File: src/rtl/edge_sr_pkg.sv
// Package edge_sr_pkg
// Shared state type and settling bound for the edge-triggered set/clear machine.
package edge_sr_pkg;

    // State pair: flag is the visible output, aux records history.
    typedef struct packed {
        logic flag;
        logic aux;
    } sr_state_t;

    localparam sr_state_t ST_RESET   = '{flag: 1'b0, aux: 1'b0};
    // Longest run of unstable steps with the inputs held.
    localparam int        SETTLE_MAX = 2;
    localparam int        SETTLE_W   = $clog2(SETTLE_MAX + 2);

endpackage

File: src/rtl/edge_sr_next.sv
// Module edge_sr_next
// Purely combinational next-state function of the machine.
// Each input column is a rule chosen so that every unstable state moves
// by exactly one bit toward the column's rest point.
// Assumes: the caller changes at most one input between rest points.
module edge_sr_next
    import edge_sr_pkg::*;
(
    input  logic      set_i,
    input  logic      clr_i,
    input  sr_state_t cur,
    output sr_state_t nxt
);

    // Select the transition rule for the present input column.
    always_comb begin
        nxt = cur;
        unique case ({set_i, clr_i})
            2'b00: begin  // both low: aux follows flag
                nxt.flag = cur.flag;
                nxt.aux  = cur.flag;
            end
            2'b01: begin  // clear high: drop flag only from a set-history row
                nxt.flag = cur.flag & ~cur.aux;
                nxt.aux  = cur.flag &  cur.aux;
            end
            2'b10: begin  // set high: raise flag only from a cleared-history row
                nxt.flag = cur.flag | ~cur.aux;
                nxt.aux  = cur.flag |  cur.aux;
            end
            default: begin  // both high: flag is the inverse of aux
                nxt.flag = ~cur.aux;
                nxt.aux  =  cur.aux;
            end
        endcase
    end

endmodule

File: src/rtl/edge_sr_state.sv
// Module edge_sr_state
// State register: loads the next state on each rising edge.
// Synchronous active-low reset to ST_RESET.
module edge_sr_state
    import edge_sr_pkg::*;
(
    input  logic      clk,
    input  logic      rst_n,
    input  sr_state_t nxt,
    output sr_state_t cur
);

    // Advance one transition per clock, or clear on reset.
    always_ff @(posedge clk) begin
        if (!rst_n) cur <= ST_RESET;
        else        cur <= nxt;
    end

    AST_RESET_CLEARS: assert property (@(posedge clk)
        !rst_n |=> (cur == ST_RESET));

    AST_ONE_BIT_STEP: assert property (@(posedge clk) disable iff (!rst_n)
        $past(rst_n) |-> ($countones(cur ^ $past(cur)) <= 1));

endmodule

File: src/rtl/edge_sr_stable.sv
// Module edge_sr_stable
// Rest-point detector: flags when the next state equals the present one.
// Also tracks runs of unstable cycles under fixed inputs for its assertion.
module edge_sr_stable
    import edge_sr_pkg::*;
(
    input  logic      clk,
    input  logic      rst_n,
    input  logic      set_i,
    input  logic      clr_i,
    input  sr_state_t cur,
    input  sr_state_t nxt,
    output logic      stable_o
);

    logic [1:0]          ins_q;
    logic [SETTLE_W-1:0] run_q;
    logic [SETTLE_W-1:0] run_d;

    // Rest point when the transition rule leaves the state unchanged.
    assign stable_o = (nxt == cur);

    // Count consecutive unstable cycles, restarting when the inputs move.
    always_comb begin
        if (stable_o)                      run_d = '0;
        else if ({set_i, clr_i} != ins_q)  run_d = SETTLE_W'(1);
        else if (run_q != '1)              run_d = run_q + SETTLE_W'(1);
        else                               run_d = run_q;
    end

    // Hold the previous inputs and the unstable run length.
    always_ff @(posedge clk) begin
        if (!rst_n) begin
            ins_q <= 2'b00;
            run_q <= '0;
        end else begin
            ins_q <= {set_i, clr_i};
            run_q <= run_d;
        end
    end

    AST_SETTLE_BOUND: assert property (@(posedge clk) disable iff (!rst_n)
        run_q <= SETTLE_W'(SETTLE_MAX));

    AST_REST_HOLDS: assert property (@(posedge clk) disable iff (!rst_n)
        stable_o |=> (cur == $past(cur)));

endmodule

File: src/rtl/edge_sr_fsm.sv
// Module edge_sr_fsm
// Top level of the edge-triggered set/clear machine. A rising set input
// drives flag_o high and a rising clear input drives it low, using only
// the two state bits as memory.
// Assumes: one input changes at a time, and only while stable_o is high.
module edge_sr_fsm
    import edge_sr_pkg::*;
(
    input  logic clk,
    input  logic rst_n,
    input  logic set_i,
    input  logic clr_i,
    output logic flag_o,
    output logic aux_o,
    output logic stable_o
);

    sr_state_t cur;
    sr_state_t nxt;

    edge_sr_next u_next (
        .set_i (set_i),
        .clr_i (clr_i),
        .cur   (cur),
        .nxt   (nxt)
    );

    edge_sr_state u_state (
        .clk   (clk),
        .rst_n (rst_n),
        .nxt   (nxt),
        .cur   (cur)
    );

    edge_sr_stable u_stable (
        .clk      (clk),
        .rst_n    (rst_n),
        .set_i    (set_i),
        .clr_i    (clr_i),
        .cur      (cur),
        .nxt      (nxt),
        .stable_o (stable_o)
    );

    // Expose the state bits.
    assign flag_o = cur.flag;
    assign aux_o  = cur.aux;

    AST_SET_EDGE: assert property (@(posedge clk) disable iff (!rst_n)
        $past(rst_n) && $rose(set_i) && $stable(clr_i) && $past(stable_o)
        |=> flag_o);

    AST_CLEAR_EDGE: assert property (@(posedge clk) disable iff (!rst_n)
        $past(rst_n) && $rose(clr_i) && $stable(set_i) && $past(stable_o)
        |=> !flag_o);

    AST_FALL_KEEPS: assert property (@(posedge clk) disable iff (!rst_n)
        $past(rst_n) && $past(stable_o) &&
        (($fell(set_i) && $stable(clr_i)) || ($fell(clr_i) && $stable(set_i)))
        |=> (flag_o == $past(flag_o)));

endmodule

File: config.mk
export PLATFORM = sky130hd
export DESIGN_NAME = edge_sr_fsm
export DESIGN_NICKNAME = d
export VERILOG_FILES = /design/src/rtl/edge_sr_pkg.sv /design/src/rtl/edge_sr_next.sv /design/src/rtl/edge_sr_state.sv /design/src/rtl/edge_sr_stable.sv /design/src/rtl/edge_sr_fsm.sv
export SDC_FILE = /design/constraint.sdc
export NUM_CORES = 1
export LEC_CHECK = 0
export ABC_AREA = 1
export BUFFER_PORTS_ARGS = -buffer_cell sky130_fd_sc_hd__buf_2
export CAP_MARGIN = 25
export CELL_PAD_IN_SITES_DETAIL_PLACEMENT = 1
export CELL_PAD_IN_SITES_GLOBAL_PLACEMENT = 2
export CORE_AREA = 2 2 39 41
export CTS_CLUSTER_SIZE = 40
export DETAILED_ROUTE_END_ITERATION = 6
export DIE_AREA = 0 0 41 43
export GPL_TIMING_DRIVEN = 0
export PLACE_DENSITY_LB_ADDON = 0.1
export SYNTH_ARGS = -nofsm -noshare
export SYNTH_HDL_FRONTEND = slang
export SYNTH_SLANG_ARGS = --single-unit
export TNS_END_PERCENT = 20
File: constraint.sdc
create_clock -name clk -period 1.5 [get_ports clk]
set_input_delay 0.3 -clock clk [delete_from_list [all_inputs] [get_ports clk]]
set_output_delay 0.3 -clock clk [all_outputs]
set_load 0.05 [all_outputs]
# ---- Yosys cells after proc, flatten, opt, wreduce, memory -nomap -nowiden
# Index checks and enable logic that the tools add are counted.
dict set report totals {
  ff_bits 2
  output_inout_bits 3
  wordCells 12
}
dict set report classes {
  mux 1
  reduce_logical 1
  n_eq_ne 3
  bitwise_logic 5
}
# cell n
set ops {}
lappend ops {{$pmux 2 s3} 1}
lappend ops {{$and 1x1->1} 2}
lappend ops {{$eq 2x1->1 const B} 1}
lappend ops {{$eq 2x2->1} 1}
lappend ops {{$eq 2x2->1 const B} 1}
lappend ops {{$logic_not 2->1} 1}
lappend ops {{$or 1x1->1} 2}
lappend ops {{$not 1->1} 1}

# ---- Logic depth before layout (Yosys ltp)
# Gate-level depths: netlist of run 1.
dict set report depth {
  word_depth 4
  mapped_depth 5
}

# ---- By module
# A second synthesis of run 1 with hierarchy kept.
dict set report hier_totals {
  hier_cells 23
  area_unflattened_um2 125.1
}
# module instances area_per_inst_um2 cells_per_inst
set modules_own_cells {}
lappend modules_own_cells {edge_sr_state 1 55.1 6}
lappend modules_own_cells {edge_sr_stable 1 41.3 11}
lappend modules_own_cells {edge_sr_next 1 28.8 6}

# ---- Worst setup path after synthesis of run 1
# No wires, ideal clock.
dict set report synth_path {
  path_kind {register -> output}
  start {register, netlist name u_state.cur[1]}
  end {output stable_o}
  path_stages_with_launch 5
  slack_ps -74
  t_arrival_ps 1274
  n_path_buf 0
  path_cell_list {dfxtp_1 -> nand2_1 -> nand2_1 -> nand2_1 -> nand2_1}
}
dict set report synth_between {
  elab_chain_cells 3
  elab_cells_between_ends 6
  classes_between {eq/ne: 1; mux: 1; bitwise: 4}
}
# item line_no
set synth_rtl {}
lappend synth_rtl {{$or 1x1->1, or another cell as far along} edge_sr_next.sv:29} ;# nxt.aux = cur.flag | cur.aux;
lappend synth_rtl {{$pmux 2 s3} edge_sr_next.sv:18} ;# unique case ({set_i, clr_i})
lappend synth_rtl {{$eq 2x2->1 (*)} edge_sr_stable.sv:21} ;# assign stable_o = (nxt == cur);
lappend synth_rtl {{end, declared} edge_sr_fsm.sv:15} ;# output logic stable_o
# Mark *: on every way between the ends. The rest lies on a longest branch, timed or not.

# ---- Final worst setup path of run 1
dict set report layout_path {
  start {register, netlist name u_state.cur[1]}
  end {output stable_o}
}
dict set report layout_between {
  elab_chain_cells 3
  elab_cells_between_ends 6
  classes_between {eq/ne: 1; mux: 1; bitwise: 4}
}
# item line_no
set layout_rtl {}
lappend layout_rtl {{$or 1x1->1, or another cell as far along} edge_sr_next.sv:29}
lappend layout_rtl {{$pmux 2 s3} edge_sr_next.sv:18}
lappend layout_rtl {{$eq 2x2->1 (*)} edge_sr_stable.sv:21}
# Marked as above.

==> results of run 1 <==
routing by layer:
| layer | vias up | GRT usage |
|---|---|---|
| met5 | - | 0 |
| met4 | 0 | 0.04000 |
| met3 | 0 | 0.03141 |
| met2 | 3 | 0.04688 |
| met1 | 55 | 0.03822 |
| li1 | 69 | - |
cells in the final DEF, fill, tap and decap left out:
cell type / synthesis / routed
sky130_fd_sc_hd__clkbuf_4: 0 / 3
sky130_fd_sc_hd__dfxtp_1: 2 / 1
sky130_fd_sc_hd__nand3_1: 1 / 1
sky130_fd_sc_hd__buf_2: 0 / 6
sky130_fd_sc_hd__dfxtp_2: 0 / 1
sky130_fd_sc_hd__nor2_1: 2 / 2
sky130_fd_sc_hd__o21ai_0: 1 / 1
sky130_fd_sc_hd__nand2_1: 5 / 5
sky130_fd_sc_hd__inv_1: 3 / 3
sky130_fd_sc_hd__a21oi_1: 2 / 2
logic make-up (layout without fill, tap and decap cells):
| kind of cell | count (synthesis) | in the layout | synth area share |
|---|---|---|---|
| compound gates | 3 | 3 | 0.1538 |
| flops | 2 | 2 | 0.4103 |
| simple gates | 8 | 8 | 0.3205 |
| buf+inv | 3 | 12 | 0.1154 |
worst max-delay path, stage by stage (launching register included):
cell and delay [ns]:
sky130_fd_sc_hd__dfxtp_2 0.36, sky130_fd_sc_hd__inv_1 0.05, sky130_fd_sc_hd__nand2_1 0.07, sky130_fd_sc_hd__nand3_1 0.08, sky130_fd_sc_hd__nand2_1 0.06, sky130_fd_sc_hd__buf_2 0.25
power groups by stage:
stage	Sequential (mW)	Clock [mW]	Combinational [mW]
global placement	0.0628	0	0.0501
finish	0.0618	0.116	0.0495
global route	0.0624	0.129	0.0538
CTS	0.0620	0.125	0.0502
detailed placement	0.0627	0	0.0501
floorplan	0.0737	0	0.0251
area by class of cell:
class | count | area share
well taps | 16 | 0.1168
flip-flops and latches | 2 | 0.2409
repair buffers | 6 | 0.1752
clock buffers | 3 | 0.1314
multi-input cells | 11 | 0.2701
inverters | 3 | 0.06569
worst paths after layout:
| path | startpoint | endpoint | slack, ns | depth (start not counted) |
|---|---|---|---|---|
| worst min-delay path | rst_n | u_state.cur[1]$_SDFF_PN0_ | 0.39 | 3 |
| worst max-delay path | u_state.cur[1]$_SDFF_PN0_ | stable_o | 0.11 | 5 |
| worst min register to register | u_state.cur[0]$_SDFF_PN0_ | u_state.cur[0]$_SDFF_PN0_ | 0.52 | 2 |
| worst max register to register | u_state.cur[1]$_SDFF_PN0_ | u_state.cur[0]$_SDFF_PN0_ | 0.71 | 2 |
metrics by stage:
stage	util	total power [mW]	setup WS, ns	cell area, um^2
2_1_floorplan	-	0.09881	0.06873	98.84
3_3_place_gp	0.1076	0.1129	0.2495	148.9
3_5_place_dp	0.1076	0.1128	0.2430	148.9
4_1_cts	0.1239	0.2368	0.08473	171.4
5_1_grt	0.1239	0.2448	0.02401	171.4
6_report	0.1239	0.2277	0.1132	171.4
==> results summary, run 1 <==
The run finished with clean final reports. The tightest min-delay check is of the primary input to flop type. The number of global-route vias before repair came out at 112. The number of hold buffers added after cts is 0. The minimum clock period after layout is 1.387 ns. The final RePlAce weighted congestion came out at 0.5717.

The global-route total usage across every layer came out at 0.03904. The highest layer used for signal routing is met3. The total I/O pin count came out at 7. The post-detailed-route DRC marker count came out at 0.

The number of gates resized after cts came out at 0. After routing, the total negative slack on setup checks comes to 0 ns. In this run, synthesis inferred 0 flip-flops with an integrated enable. The type of destination of the critical path is an output pin. The number of iterations in the first detailed-routing pass came out at 1. The first-iteration detailed-routing DRC count is 0. The most used flip-flop cell after synthesis is sky130_fd_sc_hd__dfxtp_1.

The net count of the finished layout is 31. The routed metal-1 wire length is 135 um. The detailed route wirelength on metal2 is 133 um. In this run the tool buffered the top-level ports with 6 buffer cells. The proportion of register bits with asynchronous set or reset after synthesis is 0.

Summed over all cells, the static leakage comes to 0.09049 nW. The pin count of the biggest net entering global routing came out at 7. The final clock skew is 0.003781 ns. The starting density of the core is 0.07052. The die is 43 um tall. The reported net switching power came out at 0.06891 mW. The mapped cell area is 97.59 um^2.

The period utilization came out at 0.9246. The transition at the pin with the smallest max-transition slack came out at 0.2734 ns. The count of buffers added by post-CTS timing repair for setup is 0.

The tool flagged a number of max-cap violations equal to 0. The number of distinct standard cells referenced by the synthesized netlist is 7. The sequential element share of the synthesized area came out at 0.4103.

The placeable core area is 1384 um^2. The clock edge transition at the registers on the reported setup and hold paths is 0.03 ns. The total of endpoints with negative setup slack in the final report came out at 0. The headroom to the max-slew limit is 0.8158. In this run, CTS created clock tree buffers numbering 3.

The flip-flop and latch count after synthesis is 2. The full die area came out at 1763 um^2. The count of pins over their slew limit came out at 0. The start-to-end type of the worst setup path is flop to output pin. The largest fanout on the critical path came out at 6. The number of rows created at floorplan is 14. The post-detailed-route wirelength per cell is 7.195 um.

The largest registers in the layout are u_state.cur (2). The filler cell count is 176. Of the total power, the share spent switching nets is 0.3026. The power per unit of standard cell area is 1328 nW/um^2. The combinational group share of total power came out at 0.217.

TritonCTS built the clock tree. The final wirelength is 295 um. The detailed router placed 127 vias in this run.

The average vias per placed instance is 3.098. The leftover overflow at the end of global routing is 0. Yosys attributes the largest share of cell area to sky130_fd_sc_hd__dfxtp_1 (41%), sky130_fd_sc_hd__nand2_1 (19%), sky130_fd_sc_hd__inv_1 (12%), sky130_fd_sc_hd__a21oi_1 (10%), sky130_fd_sc_hd__nor2_1 (7.7%). The number of nets produced by synthesis is 20. The number of hold-slack violations in the final timing report is 0. The most flop-heavy register is u_state.cur. The first-pass GRT wire length came out at 393 um. No sink is reached through more buffers than the 2 on the longest clock path.

The length of routed met3 wiring came out at 26 um. The latest clock arrival within the worst-skew pair came out at 0.22 ns. The most instantiated library cell after synthesis is sky130_fd_sc_hd__nand2_1. The maximum frequency from static timing analysis came out at 721.1 MHz. The average cell area after synthesis is 6.100 um^2. The number of clock sinks is 2. The share of cells above drive strength 1 came out at 0.4000. The data required time of the worst path is 1.20 ns. The synthesized design spends more area on one cell type than any other, namely sky130_fd_sc_hd__dfxtp_1. The maximum level of the CTS H-tree is 1. By count the netlist is led by sky130_fd_sc_hd__nand2_1 (5), sky130_fd_sc_hd__inv_1 (3), sky130_fd_sc_hd__a21oi_1 (2), sky130_fd_sc_hd__dfxtp_1 (2), sky130_fd_sc_hd__nor2_1 (2). The initial antenna violation count came out at 0. The cell count after placement came out at 38.

The register area came out at 41.29 um^2. At the worst endpoint, the arrival time is 1.09 ns. The number of synthesis warnings came out at 0. The total area of multi-input combinational cells is 46.29 um^2. The total inserted antenna cells is 0. The share of total power dissipated in sequential elements is 0.271. The tightest hold path in the finished design has a slack of 0.3912 ns. The flip-flop count of the largest register after layout came out at 2. The layout overhead on the synthesized area is 75.64%.

The cell count after synthesis came out at 16. Excluding fillers, the count of instances in the completed layout stands at 41. Once detail routing completed, the nets flagged for antenna violations numbered 0. The root cell of the clock tree is sky130_fd_sc_hd__clkbuf_4. The top-area cell type share of the netlist area came out at 0.4103. The largest vdd supply drop came out at 239.4 uV. Setup repair after global routing left no endpoint under its margin. The sort of element at the start of the critical path is a flop. The die width came out at 41 um. The cell-internal power is 0.1588 mW. The detailed placement HPWL is 249.1 um.

The portion of total power attributed to the clock network is 0.511.
No activity file was read; power rests on OpenSTA's default activity.
==> run 2, diff against run 1 <==
--- a/config.mk
+++ b/config.mk
@@ -5,7 +5,6 @@
 export SDC_FILE = /design/constraint.sdc
 export NUM_CORES = 1
 export LEC_CHECK = 0
-export ABC_AREA = 1
 export BUFFER_PORTS_ARGS = -buffer_cell sky130_fd_sc_hd__buf_2
 export CAP_MARGIN = 25
 export CELL_PAD_IN_SITES_DETAIL_PLACEMENT = 1
==> run 2 against run 1 <==
  * Routed wire length down 4.7%
  * Sequential cell count unchanged
  * Design area up 12%
  * Critical path type unchanged
  * Non-clock buffer count unchanged
  * Setup slack worse by 0.042 ns
  * Largest power group unchanged
  * Cell count down 12%
  * Synthesized cell count down 31%
  * Clock power about the same
  * Sequential share of layout area down 2.7 points
  * Die area unchanged
==> results summary, run 2 <==
The maximum frequency from static timing analysis is 700.0 MHz (-2.9%). The die width came out at 41 um (unchanged). The leftover overflow at the end of global routing came out at 0 (unchanged). The deepest clock path buffer count came to 2 (unchanged). The beginning of the worst register-to-register path is u_state.cur[0]$_SDFF_PN0_.

The final-layout worst hold slack came out at 0.2935 ns (-0.09767 ns). The met3 capacity usage during global routing was 0.02094 (-0.01047). The global-route total usage across every layer is 0.03711 (-0.001928).

In the post-synthesis netlist, the cell with the most instances is sky130_fd_sc_hd__dfxtp_1. The power per unit of standard cell area came out at 1339 nW/um^2 (+0.77%). The run finished with clean final reports.

The path with the worst hold slack has its endpoint at u_state.cur[1]$_SDFF_PN0_. The average cell area after synthesis was 8.872 um^2 (+45%). Relative to the synthesized area, the layout overhead comes to 97.44%. The share of power burned in registers came out at 0.258 (-0.013).

The combinational group share of total power is 0.286 (+0.069). The cell-internal power was 0.1750 mW (+10%). Setup repair after global routing left no endpoint under its margin. The number of synthesis warnings was 0 (unchanged). The number of global-route vias before repair came to 98 (-13%). The post-detailed-route DRC marker count came out at 0 (unchanged). The root cell of the clock tree is sky130_fd_sc_hd__clkbuf_4.

The reported net switching power is 0.08297 mW (+20%). The pin count of the biggest net entering global routing is 6 (-1). The critical path in this run is classified as flop to output pin. The portion of total power attributed to the clock network came out at 0.456 (-0.055). The flip-flop and latch count after synthesis was 2 (unchanged). The worst setup slack after layout came out at 0.07142 ns (-0.04175 ns). The placeable core area is 1384 um^2 (unchanged).

The sequential element share of the synthesized area was 0.4103 (unchanged). The maximum level of the CTS H-tree was 1 (unchanged). The path depth of the worst reg2reg path came to 2 (unchanged). The count of buffers added by post-CTS timing repair for setup is 0 (unchanged). The placed standard-cell area came out at 167.7 um^2 (+13%). The number of buffers added by the clock tree synthesis step came out at 3 (unchanged). The average vias per placed instance came to 3.000 (-3.1%).

The worst-case setup slack after placement was 0.09576 ns (-0.1472 ns). The number of clock sinks came out at 2 (unchanged). The share of cells above drive strength 1 was 0.6500 (+0.2500).

The cell count after synthesis came out at 11 (-5). The vertical die dimension came out at 43 um (unchanged). In the layout the commonest cells are sky130_fd_sc_hd__buf_2 (5), sky130_fd_sc_hd__clkbuf_4 (3). The first-pass GRT wire length is 345 um (-12%). The period utilization came out at 0.9524 (+0.02783).

The starting density of the core is 0.07052 (unchanged). The total of endpoints with negative setup slack in the final report is 0 (unchanged). The largest registers in the layout are u_state.cur (2). The number of distinct standard cells referenced by the synthesized netlist came out at 10 (+3). The filler cell count is 158 (-10%). The latest clock arrival within the worst-skew pair came out at 0.22 ns (about the same). The number of vias after detailed routing is 108 (-15%).

The flip-flop count of the largest register after layout came out at 2 (unchanged). The setup TNS after final layout was 0 ns (unchanged). The count of pins over their slew limit was 0 (unchanged). The headroom to the max-slew limit was 0.8086 (-0.007162). The tightest min-delay check is of the primary input to flop type. The final clock skew is 0.002509 ns (-0.001272 ns). The remaining antenna violation count after routing is 0 (unchanged). The net count of the finished layout is 26 (-16%).

The largest area contributor in the netlist is sky130_fd_sc_hd__dfxtp_1. The largest vdd supply drop is 323.3 uV (+35%). The number of iterations in the first detailed-routing pass is 4 (+3).

The first-iteration detailed-routing DRC count came out at 3 (+3). The final RePlAce weighted congestion was 0.5717 (unchanged). The quantity of I/O buffers inserted on ports is 6 (unchanged). The worst reg-to-reg setup slack came out at 0.61 ns (-0.10 ns). TritonCTS built the clock tree.

The total inserted antenna cells is 0 (unchanged). Leaving out fill and tap cells, the most frequent cell in the layout is sky130_fd_sc_hd__buf_2. The full die area came to 1763 um^2 (unchanged). The met2 track demand over resource was 0.03125 (-0.01563).

The signal arrival time at the worst endpoint came out at 1.13 ns (+0.04 ns). In this run the critical register-to-register path is captured at u_state.cur[0]$_SDFF_PN0_. The leakage power total came out at 0.08329 nW (-8.0%). The global routing's busiest layer is met4. The met1 usage was 0.03526 (-0.002960).

By area the synthesized netlist is led by sky130_fd_sc_hd__dfxtp_1 (41%), sky130_fd_sc_hd__nand2b_2 (9.0%), sky130_fd_sc_hd__o21ai_2 (9.0%), sky130_fd_sc_hd__xnor2_1 (9.0%), sky130_fd_sc_hd__a21boi_0 (7.7%). The max-capacitance violation count is 0 (unchanged). The clock edge transition at the registers on the reported setup and hold paths is 0.03 ns (about the same). The number of rows created at floorplan came out at 14 (unchanged).

The top-area cell type share of the netlist area came out at 0.4103 (unchanged). Counting flops per register, the top entry is u_state.cur. The number of hold-slack violations in the final timing report is 0 (unchanged). The transition at the pin with the smallest max-transition slack is 0.2866 ns (+0.01324 ns). The number of cells on the worst hold path is 2 (-1). The switching fraction of total power is 0.3217 (+0.01903). The number of synthesized flops with an enable pin is 0 (unchanged).

The data required time of the worst path is 1.20 ns (about the same). The sort of element at the start of the critical path is a flop. The cell area after layout came out at 192.7 um^2 (+12%). The initial antenna violation count is 0 (unchanged).

The mapped cell area is 97.59 um^2 (unchanged). The proportion of register bits with asynchronous set or reset after synthesis is 0 (unchanged). The hold path startpoint is rst_n. The total I/O pin count is 7 (unchanged). For this run, the leading register cell type out of synthesis is sky130_fd_sc_hd__dfxtp_1.

The type of destination of the critical path is an output pin. The post-detailed-route wirelength per cell was 7.806 um (+8.5%). The largest fanout on the critical path is 5 (-1).

The final wirelength came out at 281 um (-4.7%). The minimum clock period after layout is 1.429 ns (+0.04175 ns). The number of nets produced by synthesis is 15 (-25%).
[run 2: cell count changes after synthesis, sizes merged]
cell and delta:
nor2 -1, xnor2 +1, nand3 -1, o21ai +2
a21boi +1, a21oi -2, nand2b +1, and2 +1
nand2 -5, inv -2
[run 2: per-stage QoR]
stage	utilization	std cells	total power, mW
after floorplan	-	11	0.1230
after global placement	0.1212	33	0.1398
after detailed placement	0.1212	33	0.1391
after CTS	0.1392	36	0.2685
after global routing	0.1392	36	0.2750
final	0.1392	36	0.2579
[run 2: layer usage]
layer	wire (um)	up-vias
li1	-	55
met1	117	47
met2	120	6
met3	43	0
met4	0	0
met5	0	-
[run 2: cell type report]
type	count	area (um^2)	share of cell area
multi-input cells	8	72.57	0.3766
flip-flops and latches	2	41.29	0.2143
repair buffers	6	32.53	0.1688
clock buffers	3	22.52	0.1169
well taps	16	20.02	0.1039
inverters	1	3.754	0.01948
[run 2: worst max-delay path, cell delays in order (launching register included)]
cell,delay [ns]
sky130_fd_sc_hd__dfxtp_2,0.36
sky130_fd_sc_hd__nand2b_2,0.09
sky130_fd_sc_hd__o21ai_2,0.11
sky130_fd_sc_hd__xnor2_4,0.13
sky130_fd_sc_hd__buf_4,0.21
[run 2: power by group through the flow]
stage	logic (mW)	registers [mW]	clock network, mW
after global placement	0.0723	0.0675	0
after CTS	0.0747	0.0666	0.127
after global routing	0.0770	0.0668	0.131
final	0.0738	0.0666	0.118
after floorplan	0.0419	0.0811	0
after detailed placement	0.0717	0.0674	0
[run 2: cell families (layout without fill, tap and decap cells)]
logic type                Yosys count  count (layout)  share of synthesized area
buffers and inverters               1              10                    0.03842
AOI/OAI and AO/OA                   4               4                     0.2692
DFF                                 2               2                     0.4103
xor gates and xnor gates            1               1                    0.08976
and+or+nand+nor                     3               3                     0.1923
[run 2: worst max-delay path by stage]
stage                                   start       end  depth (start not counted)  slack [ns]
floorplan           u_state.cur[0]$_SDFF_PN0_  stable_o                          1        0.20
global placement                        clr_i  stable_o                          5        0.09
detailed placement                      clr_i  stable_o                          5         0.1
CTS                 u_state.cur[1]$_SDFF_PN0_  stable_o                          4        0.05
global route        u_state.cur[1]$_SDFF_PN0_  stable_o                          4        0.02
finish              u_state.cur[1]$_SDFF_PN0_  stable_o                          4        0.07
[run 2: timing repair]
action,in CTS,in global routing
setup endpoints to repair,1,0
hold buffers,0,0
gates resized for setup,1,0
